`src/rtl/csd_pkg.sv`:
```
package csd_pkg;

   typedef struct packed {
      logic nz;
      logic neg;
   } csd_digit_t;

   localparam csd_digit_t CSD_ZERO = '{nz: 1'b0, neg: 1'b0};
   localparam csd_digit_t CSD_PLUS = '{nz: 1'b1, neg: 1'b0};
   localparam csd_digit_t CSD_MINUS = '{nz: 1'b1, neg: 1'b1};

   typedef enum logic {
      RC_IDLE = 1'b0,
      RC_RUN  = 1'b1
   } rc_state_t;

endpackage

```
`src/rtl/csd_step_lut.sv`:
```
module csd_step_lut
   import csd_pkg::*;
(
   input  logic       bit_hi,
   input  logic       bit_lo,
   input  logic       carry_in,
   output csd_digit_t digit,
   output logic       carry_out
);

   logic [2:0] sel;
   assign sel = {bit_hi, bit_lo, carry_in};

   always_comb begin
      digit     = CSD_ZERO;
      carry_out = 1'b0;
      unique case (sel)
         3'd0, 3'd4: begin digit = CSD_ZERO;  carry_out = 1'b0; end
         3'd1, 3'd2: begin digit = CSD_PLUS;  carry_out = 1'b0; end
         3'd3, 3'd7: begin digit = CSD_ZERO;  carry_out = 1'b1; end
         3'd5, 3'd6: begin digit = CSD_MINUS; carry_out = 1'b1; end
         default:    begin digit = CSD_ZERO;  carry_out = 1'b0; end
      endcase
   end

endmodule

```
`src/rtl/csd_operand_shifter.sv`:
```
module csd_operand_shifter #(
   parameter int WIDTH = 16
) (
   input  logic             clk,
   input  logic             rst_n,
   input  logic             load,
   input  logic             shift,
   input  logic [WIDTH-1:0] value,
   output logic             bit_lo,
   output logic             bit_hi
);

   localparam int EXT_W = WIDTH + 1;

   logic [EXT_W-1:0] ext_q;

   always_ff @(posedge clk) begin
      if (!rst_n) begin
         ext_q <= '0;
      end else if (load) begin
         ext_q <= {value[WIDTH-1], value};
      end else if (shift) begin
         ext_q <= {ext_q[EXT_W-1], ext_q[EXT_W-1:1]};
      end
   end

   assign bit_lo = ext_q[0];
   assign bit_hi = ext_q[1];

endmodule

```
`src/rtl/csd_digit_bank.sv`:
```
module csd_digit_bank
   import csd_pkg::*;
#(
   parameter int WIDTH = 16,
   localparam int PW = (WIDTH > 1) ? $clog2(WIDTH) : 1
) (
   input  logic             clk,
   input  logic             rst_n,
   input  logic             clear,
   input  logic             wr_en,
   input  logic [PW-1:0]    wr_pos,
   input  csd_digit_t       wr_digit,
   output logic [WIDTH-1:0] nz,
   output logic [WIDTH-1:0] neg
);

   for (genvar g = 0; g < WIDTH; g++) begin : g_pos
      csd_digit_t slot_q;

      always_ff @(posedge clk) begin
         if (!rst_n || clear) begin
            slot_q <= CSD_ZERO;
         end else if (wr_en && (wr_pos == PW'(g))) begin
            slot_q <= wr_digit;
         end
      end

      assign nz[g]  = slot_q.nz;
      assign neg[g] = slot_q.neg;

      AST_NO_BARE_SIGN: assert property (@(posedge clk) disable iff (!rst_n)
         !(neg[g] && !nz[g]));
   end

endmodule

```
`src/rtl/csd_weight_counter.sv`:
```
module csd_weight_counter #(
   parameter int CW = 5
) (
   input  logic          clk,
   input  logic          rst_n,
   input  logic          clear,
   input  logic          inc,
   output logic [CW-1:0] count
);

   always_ff @(posedge clk) begin
      if (!rst_n || clear) begin
         count <= '0;
      end else if (inc) begin
         count <= count + CW'(1);
      end
   end

endmodule

```
`src/rtl/csd_recoder.sv`:
```
module csd_recoder
   import csd_pkg::*;
#(
   parameter int WIDTH = 16,
   localparam int PW = (WIDTH > 1) ? $clog2(WIDTH) : 1,
   localparam int CW = $clog2(WIDTH + 1)
) (
   input  logic             clk,
   input  logic             rst_n,
   input  logic             start,
   input  logic [WIDTH-1:0] value,
   output logic             busy,
   output logic             done,
   output logic [WIDTH-1:0] dig_nz,
   output logic [WIDTH-1:0] dig_neg,
   output logic [CW-1:0]    nz_count
);

   localparam logic [PW-1:0] LAST_POS = PW'(WIDTH - 1);

   if (WIDTH < 2) begin : g_bad_width
      $error("csd_recoder: WIDTH must be at least 2");
   end

   rc_state_t  state_q;
   logic [PW-1:0] pos_q;
   logic       carry_q;
   logic       done_q;
   logic       accept;
   logic       bit_lo;
   logic       bit_hi;
   csd_digit_t step_digit;
   logic       step_carry;

   assign busy   = (state_q == RC_RUN);
   assign accept = start && !busy;
   assign done   = done_q;

   always_ff @(posedge clk) begin
      if (!rst_n) begin
         state_q <= RC_IDLE;
         pos_q   <= '0;
         carry_q <= 1'b0;
         done_q  <= 1'b0;
      end else begin
         done_q <= 1'b0;
         unique case (state_q)
            RC_IDLE: begin
               if (start) begin
                  state_q <= RC_RUN;
                  pos_q   <= '0;
                  carry_q <= 1'b0;
               end
            end
            RC_RUN: begin
               carry_q <= step_carry;
               if (pos_q == LAST_POS) begin
                  state_q <= RC_IDLE;
                  done_q  <= 1'b1;
               end else begin
                  pos_q <= pos_q + PW'(1);
               end
            end
            default: state_q <= RC_IDLE;
         endcase
      end
   end

   csd_operand_shifter #(.WIDTH(WIDTH)) u_src (
      .clk    (clk),
      .rst_n  (rst_n),
      .load   (accept),
      .shift  (busy),
      .value  (value),
      .bit_lo (bit_lo),
      .bit_hi (bit_hi)
   );

   csd_step_lut u_lut (
      .bit_hi    (bit_hi),
      .bit_lo    (bit_lo),
      .carry_in  (carry_q),
      .digit     (step_digit),
      .carry_out (step_carry)
   );

   csd_digit_bank #(.WIDTH(WIDTH)) u_bank (
      .clk      (clk),
      .rst_n    (rst_n),
      .clear    (accept),
      .wr_en    (busy),
      .wr_pos   (pos_q),
      .wr_digit (step_digit),
      .nz       (dig_nz),
      .neg      (dig_neg)
   );

   csd_weight_counter #(.CW(CW)) u_cnt (
      .clk   (clk),
      .rst_n (rst_n),
      .clear (accept),
      .inc   (busy && step_digit.nz),
      .count (nz_count)
   );

   AST_DONE_ONE_CYCLE: assert property (@(posedge clk) disable iff (!rst_n)
      done |=> !done);
   AST_DONE_ENDS_RUN: assert property (@(posedge clk) disable iff (!rst_n)
      done |-> ($past(busy) && !busy));
   AST_COUNT_AT_DONE: assert property (@(posedge clk) disable iff (!rst_n)
      done |-> (nz_count == CW'($countones(dig_nz))));
   AST_NON_ADJACENT: assert property (@(posedge clk) disable iff (!rst_n)
      done |-> ((dig_nz & (dig_nz >> 1)) == '0));
   AST_BUSY_IGNORES_START: assert property (@(posedge clk) disable iff (!rst_n)
      (busy && start && (pos_q != LAST_POS)) |=> (busy && (pos_q == $past(pos_q) + PW'(1))));
   AST_HOLD_IDLE: assert property (@(posedge clk) disable iff (!rst_n)
      (!busy && !start) |=> ($stable(dig_nz) && $stable(dig_neg) && $stable(nz_count)));

endmodule

```
`config.mk`:
```
export PLATFORM = sky130hd
export DESIGN_NAME = csd_recoder
export DESIGN_NICKNAME = d
export VERILOG_FILES = /design/src/rtl/csd_pkg.sv /design/src/rtl/csd_step_lut.sv /design/src/rtl/csd_operand_shifter.sv /design/src/rtl/csd_digit_bank.sv /design/src/rtl/csd_weight_counter.sv /design/src/rtl/csd_recoder.sv
export SDC_FILE = /design/constraint.sdc
export NUM_CORES = 1
export LEC_CHECK = 0
export BUFFER_PORTS_ARGS = -buffer_cell sky130_fd_sc_hd__buf_2
export CAP_MARGIN = 25
export CORE_ASPECT_RATIO = 0.6
export CORE_MARGIN = 2
export CORE_UTILIZATION = 54
export DETAILED_ROUTE_END_ITERATION = 12
export MAX_ROUTING_LAYER = met4
export PLACE_DENSITY = 0.84
export RECOVER_POWER = 50
export SYNTH_ARGS = -nofsm -noshare
export SYNTH_HDL_FRONTEND = slang
export SYNTH_SLANG_ARGS = --single-unit
```
`constraint.sdc`:
```
create_clock -name clk -period 1.85 [get_ports clk]
set_input_delay 0.37 -clock clk [delete_from_list [all_inputs] [get_ports clk]]
set_output_delay 0.37 -clock clk [all_outputs]
set_load 0.05 [all_outputs]
```
==> Yosys cells after proc, flatten, opt, wreduce, memory -nomap -nowiden <==
Memories as Yosys holds them, arrays and structs flattened.
Cells that the tools add are included.
{ "word_totals": {"ff_bits": 61, "rom_bits": 24, "in_bits": 19, "mem_count": 1} }
{ "op_classes": {"addsub": 2, "eq_ne": 17, "muxes": 11, "bitwise_logic": 1, "n_reduce_logical": 25} }
{ "memory_table": {"columns": ["name", "depth", "word_bits", "read_ports", "rd_clocked_by_memory_dff", "wr", "line_no", "source"], "rows": [
  ["(no name shown)", 8, 3, 1, 0, 0, "csd_step_lut.sv:17", "unique case (sel)"]
]} }
{ "op_table": {"columns": ["cell", "n"], "rows": [
  ["equality test 4 bit, second input constant", 8],
  ["logical AND 1 bit", 18],
  ["two-way mux 17 bit", 1],
  ["equality test 4 x 3 -> 1 bit, second input constant", 4],
  ["two-way mux 16 bit", 1],
  ["equality test 4 x 2 -> 1 bit, second input constant", 2],
  ["two-way mux 4 bit", 2],
  ["case mux 4 bit (2 select lines)", 1],
  ["adder 5 x 1 -> 5 bit, second input constant", 1],
  ["adder 4 x 1 -> 4 bit, second input constant", 1],
  ["equality test 4 x 1 -> 1 bit, second input constant", 1],
  ["zero test 4 bit", 1],
  ["two-way mux 1 bit", 4],
  ["inequality test 2 bit, second input constant", 2],
  ["case mux 1 bit (2 select lines)", 2],
  ["AND reduction 2 bit", 2],
  ["zero test 1 bit", 2],
  ["nonzero test 2 bit", 1],
  ["logical OR 1 bit", 1],
  ["NOT 1 bit", 1]
]} }

==> Depth between registers and ports, before layout <==
Gate-level depths: netlist of the first run.
{ "logic_depth": {"ltp_word": 3, "ltp_mapped": 7, "depth_no_buf": 5} }

==> Modules after synthesis <==
A second synthesis of the first run with hierarchy kept.
{ "hier_totals": {"cells_unflattened": 266, "area_unflattened_um2": 2790.2} }
{ "modules_own_cells": {"columns": ["module", "n_inst", "cells_per_inst", "area_each_um2", "seq_area_each_um2"], "rows": [
  ["csd_digit_bank", 1, 128, 1290.0, 640.6],
  ["csd_operand_shifter", 1, 74, 890.9, 340.3],
  ["csd_recoder", 1, 34, 316.6, 140.1],
  ["csd_weight_counter", 1, 23, 239.0, 100.1],
  ["csd_step_lut", 1, 7, 53.8, 0.0]
]} }

==> Worst setup path before layout of the first run <==
No wires, ideal clock.
{ "synth_path": {"path_type": "reg2reg", "start": "reg state_q (netlist: busy)", "end": "reg u_bank.g_pos[3].slot_q (netlist bit u_bank.neg[3])", "arrival_time_ns": 1.399, "required_ns": 1.734, "path_slack_ns": 0.336, "stages_incl_launch_ff": 5, "n_path_buf": 1, "synth_period_minus_slack_ns": 1.514, "cell_sequence": "dfxtp_1 -> buf_4 -> and4bb_4 -> mux2i_1 -> nor2_1"} }
{ "synth_via": {"elab_chain_cells": 3, "word_cells_on_any_way": 4, "cone_classes": "reduce/logical (4)"} }
{ "synth_lines": {"columns": ["element", "line_no", "source"], "rows": [
  ["from (decl)", "csd_recoder.sv:25", "rc_state_t state_q;"],
  ["from (signal assigned)", "csd_recoder.sv:41", "state_q <= RC_IDLE;"],
  ["from (signal assigned)", "csd_recoder.sv:50", "state_q <= RC_RUN;"],
  ["from (signal assigned)", "csd_recoder.sv:58", "state_q <= RC_IDLE;"],
  ["zero test 1 bit", "csd_recoder.sv:36", "assign accept = start && !busy;"],
  ["logical AND 1 bit", "csd_recoder.sv:36", null],
  ["logical OR 1 bit", "csd_digit_bank.sv:21", "if (!rst_n || clear) begin"],
  ["to (signal assigned)", "csd_digit_bank.sv:24", "slot_q <= wr_digit;"],
  ["to (decl)", "csd_digit_bank.sv:18", "csd_digit_t slot_q;"]
]} }
Parallel ways exist; a longest one is shown, timed or not.
A chain may end at the register's enable or synchronous reset.

==> Worst setup path in the final report of the first run <==
{ "layout_path": {"start": "reg state_q (netlist: busy)", "end": "out busy"} }
{ "layout_lines": {"columns": ["element", "line_no", "source"], "rows": [
  ["to (decl)", "csd_recoder.sv:12", "output logic busy,"]
]} }
No word-level cell between the ends.

==> flow_summary.json, run 1 <==
{
  "p_seq_share_pct": 46.9,
  "slew_headroom_pct": 59.3,
  "synth_edf_count": 0,
  "crit_arrival_ns": 1.28,
  "p_int_w": 0.00227,
  "path_clk_slew_ns": 0.06,
  "final-instance-count-excl-fill": 384,
  "synth_async_sr_flop_share_pct": 0,
  "wirelength_mm": 5.57,
  "vdd.ir_drop.worst_v": 0.000495,
  "cts_hold_buffers": 0,
  "grt_pass1_vias": 1916,
  "clockRootBuffer": "clkbuf_8",
  "worstMarginPinSlew_ns": 0.614,
  "drt_iter0_drc": 116,
  "required_ns": 1.48,
  "synth_top_area_share_pct": 45.0,
  "fp.dieArea_um2": 5620,
  "vias": 2021,
  "overflow": 0,
  "synthFlopType": "dfxtp_1",
  "core_um2": 4710,
  "syn_inst": 262,
  "fin_util_pct": 67.0,
  "worstPathMaxFanout": 25,
  "cts_buffers": 9,
  "port_buffers": 57,
  "synth_cell_types": 31,
  "yosys_warnings": 0,
  "gp_congestion": 0.795,
  "die_height_um": 58.9,
  "post_cts_buffers": 0,
  "rsz0062_at_grt": "false",
  "antenna_cells": 0,
  "synth_area_leaders": "dfxtp_1 (45%), mux2i_1 (19%), nor2_1 (7.2%)",
  "detail-route-antenna-nets": 0,
  "drcViolationCount": 0,
  "period_needed_ns": 1.65,
  "syn_area_per_cell_um2": 10.4,
  "antenna_found_initial": 0,
  "ctsResizeCount": 0,
  "hold_viol": 0,
  "start_util_pct": 57.6,
  "fin_crit_sh_pct": 89.5,
  "startpoint_type": "flop",
  "track_usage_pct": 22.4,
  "seq_area_frac_synth_pct": 45.0,
  "setup_violations": 0,
  "setup_tns_ns": 0,
  "fp-row-count": 19,
  "fmax_mhz": 604,
  "grt_pass1_wl_mm": 9.14,
  "io_pins": 58,
  "synthesis.area_um2": 2710,
  "drive_gt1_share_pct": 19.3,
  "crit_buf_inv": 1,
  "clock-sinks": 61,
  "critPathSlowestCell": "dfxtp_2",
  "drv_slew": 0,
  "first_pass_iters": 4,
  "path_class": "flop to primary output",
  "clockBufferDepth": 2,
  "wire_per_inst_um": 14.5,
  "hp-class": "input pin to flop",
  "hpwlAfterDp_mm": 3.80,
  "combPwrFrac_pct": 7.6,
  "swShare_pct": 22.5,
  "area_growth_syn_to_layout_pct": 16.3,
  "crit_chain": "buf_2",
  "fin_nets": 342,
  "synth-seq-cells": 61,
  "placed_cells": 368,
  "viasPerCell": 5.26,
  "endpoint_kind": "primary output",
  "critical_path.top_delay_family": "flip-flops",
  "p_leak_nw": 1.40,
  "skew_ns": 0.00746,
  "clk_latency_ns": 0.34,
  "status": "complete, no violations",
  "powerDensity_nw_per_um2": 929,
  "htree_levels": 3,
  "report.power.total_w": 0.00293,
  "grt_max_degree": 38,
  "power_switching_w": 0.000660,
  "yosys.area.top_type": "dfxtp_1",
  "synth_nets": 288,
  "dieWidth_um": 95.5,
  "cts_tree": "done",
  "cpPeakStageDelay_ns": 0.59,
  "p_clk_share_pct": 45.5,
  "drv_cap": 0
}
metrics by stage:
stage / instance area [um^2] / setup slack, ns / hold slack [ns]
finish: 3150 / 0.195 / 0.336
global route: 3150 / 0.0635 / 0.346
global placement: 2980 / 0.274 / 0.472
detailed placement: 2980 / 0.214 / 0.483
floorplan: 2710 / 0.336 / 0.459
CTS: 3200 / 0.186 / 0.334
cells in the final DEF (no fill, tap or decap), types with 2 or more instances in the layout:
| master | instances |
|---|---|
| dfxtp_1 | 60 |
| nor2_1 | 52 |
| mux2i_1 | 51 |
| clkbuf_1 | 39 |
| buf_2 | 19 |
| mux2_2 | 16 |
| clkbuf_8 | 11 |
| nand4b_1 | 8 |
| nand2_1 | 7 |
| ha_1 | 7 |
| inv_1 | 6 |
| nand3_1 | 6 |
| nand4_1 | 5 |
| buf_4 | 4 |
| and4bb_2 | 3 |
| a21oi_1 | 3 |
| and2_1 | 2 |
| nand3b_1 | 2 |
| xor2_1 | 2 |
| bufinv_16 | 2 |
| clkinv_2 | 2 |
area by class of cell:
cell class | count | area, um^2
Multi-Input combinational cell | 176 | 1330
Fill cell | 405 | 1550
Timing Repair Buffer | 62 | 273
Inverter | 6 | 22.5
Clock inverter | 4 | 70.1
Clock buffer | 12 | 155
Sequential cell | 61 | 1220
Tap cell | 63 | 78.8
per-layer routing:
| layer | share of wire, % | global-route usage, % | routed length [um] | vias up |
|---|---|---|---|---|
| met5 | 0 | - | 0 | - |
| met4 | 0.83 | 7.55 | 46 | 0 |
| met3 | 6.2 | 7.68 | 344 | 5 |
| met2 | 42 | 31.2 | 2330 | 54 |
| met1 | 51 | 30.4 | 2840 | 949 |
| li1 | - | - | - | 1013 |
synth_stat cells (3+ instances only):
cell / instances
ha_1: 7
nand2_1: 7
mux2i_1: 51
a21oi_1: 3
and4bb_2: 3
buf_4: 3
nand4_1: 5
clkbuf_1: 3
buf_6: 6
mux2_2: 16
buf_2: 7
nand4b_1: 8
nor2_1: 52
dfxtp_1: 61
nand3_1: 6
inv_1: 6
worst paths after layout:
| check | startpoint | endpoint | slack, ns | cells past startpoint |
|---|---|---|---|---|
| worst max register to register | busy$_SDFF_PN0_ | pos_q[0]$_SDFFE_PN0P_ | 0.20 | 3 |
| worst min-delay path | value[15] | u_src.ext_q[16]$_SDFFE_PN0P_ | 0.34 | 3 |
| worst max-delay path | busy$_SDFF_PN0_ | busy | 0.20 | 1 |
| worst min register to register | u_src.ext_q[12]$_SDFFE_PN0P_ | u_src.ext_q[11]$_SDFFE_PN0P_ | 0.49 | 2 |
state kept, by name, summed over array words and instances (netlist names):
signal / cells
u_bank.neg: 16
carry_q: 1
busy: 1
u_src.ext_q: 17
u_cnt.count: 5
u_bank.nz: 16
pos_q: 4
done: 1
power groups by stage:
stage	Sequential, W	Clock (W)	Combinational, W
after floorplan	0.00140	0	0.000183
after global placement	0.00140	0	0.000217
after detailed placement	0.00140	0	0.000223
after CTS	0.00137	0.00135	0.000226
after global routing	0.00138	0.00142	0.000246
final	0.00137	0.00133	0.000224
cells by family after synthesis:
family | count (synthesis) | share of synthesized area, %
AOI/OAI and AO/OA | 8 | 2.21
xor gates and xnor gates | 2 | 0.646
adders and majority gates | 7 | 3.23
buffers and inverters | 25 | 5.86
DFF | 61 | 45.0
muxes | 67 | 25.5
and+or+nand+nor | 92 | 17.6
tightest hold or removal path, stage by stage:
cell,delay [ns]
buf_2,0.11
mux2i_1,0.08
nor2_1,0.09
No activity file was read; power rests on OpenSTA's default activity.
==> run 2: changes to the inputs <==
- PLACE_DENSITY: 0.84 -> 0.81
==> flow_summary.json, run 2 (synthesis results as in run 1) <==
{
  "clock-sinks": 61,
  "cts_hold_buffers": 0,
  "endpoint_kind": "primary output",
  "drive_gt1_share_pct": 19.3,
  "detail-route-antenna-nets": 0,
  "setup_violations": 0,
  "clockRootBuffer": "clkbuf_8",
  "required_ns": 1.48,
  "hpwlAfterDp_mm": 3.80,
  "setup_ws_ns": 0.207,
  "fin_area_um2": 3100,
  "antenna_cells": 0,
  "top_register": "u_src.ext_q",
  "area_growth_syn_to_layout_pct": 14.1,
  "period_needed_ns": 1.64,
  "port_buffers": 57,
  "dieWidth_um": 95.5,
  "viasPerCell": 5.26,
  "dp_slack_ns": 0.239,
  "cts_tree": "done",
  "path_class": "flop to primary output",
  "post_cts_buffers": 0,
  "worstMarginPinSlew_ns": 0.627,
  "antenna_found_initial": 0,
  "track_usage_pct": 22.2,
  "gp_congestion": 0.734,
  "hp-class": "input pin to flop",
  "clockBufferDepth": 2,
  "multi_input_comb_area_um2": 1330,
  "setup_tns_ns": 0,
  "vdd.ir_drop.worst_v": 0.000617,
  "drcViolationCount": 0,
  "crit_chain": "buf_2",
  "final_cell_mix": "dfxtp_1 (60), nor2_1 (52), mux2i_1 (51)",
  "clk_latency_ns": 0.33,
  "fp-row-count": 19,
  "hold_viol": 0,
  "startpoint_type": "flop",
  "htree_levels": 3,
  "crit_arrival_ns": 1.27,
  "critPathSlowestCell": "dfxtp_2",
  "overflow": 0,
  "regArea_um2": 1220,
  "core_um2": 4710,
  "largest_reg_flops": 17,
  "layout_commonest_cell": "dfxtp_1",
  "grt_pass1_wl_mm": 8.96,
  "slew_headroom_pct": 58.4,
  "fin_nets": 343,
  "wire_per_inst_um": 14.3,
  "wirelength_mm": 5.51,
  "drt_iter0_drc": 104,
  "io_pins": 58,
  "path_clk_slew_ns": 0.06,
  "cts_buffers": 9,
  "fp.dieArea_um2": 5620,
  "cpPeakStageDelay_ns": 0.59,
  "rsz0062_at_grt": "false",
  "grt_pass1_vias": 1856,
  "crit_buf_inv": 1,
  "status": "complete, no violations",
  "p_leak_nw": 1.38,
  "drv_slew": 0,
  "skew_ns": 0.00352,
  "critical_path.top_delay_family": "flip-flops",
  "fmax_mhz": 609,
  "worstPathMaxFanout": 20,
  "die_height_um": 58.9,
  "placement.cell_area_um2": 2990,
  "fin_crit_sh_pct": 88.8,
  "first_pass_iters": 4,
  "vias": 2021,
  "fillers": 390,
  "powerDensity_nw_per_um2": 833,
  "drv_cap": 0,
  "ctsResizeCount": 0,
  "start_util_pct": 57.6,
  "grt_max_degree": 38
}
run 2: cell types whose count changed in the layout (fill, tap and decap cells not counted):
cell | previous run | this run
clkbuf_8 | 11 | 10
buf_2 | 19 | 22
bufinv_16 | 2 | 0
run 2: final timing paths:
kind	startpoint	endpoint	slack (ns)	depth (start not counted)
worst max-delay path	busy$_SDFF_PN0_	busy	0.21	1
worst min-delay path	value[15]	u_src.ext_q[16]$_SDFFE_PN0P_	0.34	3
worst max register to register	u_src.ext_q[0]$_SDFFE_PN0P_	u_bank.neg[1]$_SDFFE_PP0P_	0.23	5
worst min register to register	u_bank.neg[5]$_SDFFE_PP0P_	u_bank.neg[5]$_SDFFE_PP0P_	0.49	2
run 2: power breakdown:
part / internal, W / switching [W]
Sequential: 0.00134 / 0.0000288
Combinational: 0.0000997 / 0.000128
Clock: 0.000512 / 0.000467
Total: 0.00196 / 0.000624
run 2: routing by layer:
metal | wire length [um] | up-vias | part of all wire [%] | global-route usage [%]
met4 | 88 | 0 | 1.6 | 5.71
met5 | 0 | - | 0 | -
met3 | 334 | 9 | 6.1 | 9.73
met2 | 2210 | 55 | 40 | 30.5
li1 | - | 1018 | - | -
met1 | 2880 | 939 | 52 | 30.0
run 2: final cells by class:
type                       count  share of cell area (%)
sequential                    61                    39.5
timing repair buffer          63                    9.05
tap                           63                    2.55
clock inverter                 2                   0.323
clock buffer                  13                    4.81
multi-input combinational    176                    43.0
inverter                       6                   0.728
run 2: through the flow:
| stage | power (W) | hold slack, ns | std cells | utilization (%) |
|---|---|---|---|---|
| after floorplan | 0.00158 | 0.459 | 262 | - |
| after global placement | 0.00162 | 0.469 | 369 | 63.5 |
| after detailed placement | 0.00163 | 0.485 | 369 | 63.5 |
| after CTS | 0.00261 | 0.307 | 384 | 66.8 |
| after global routing | 0.00270 | 0.336 | 384 | 65.8 |
| final | 0.00258 | 0.339 | 384 | 65.8 |
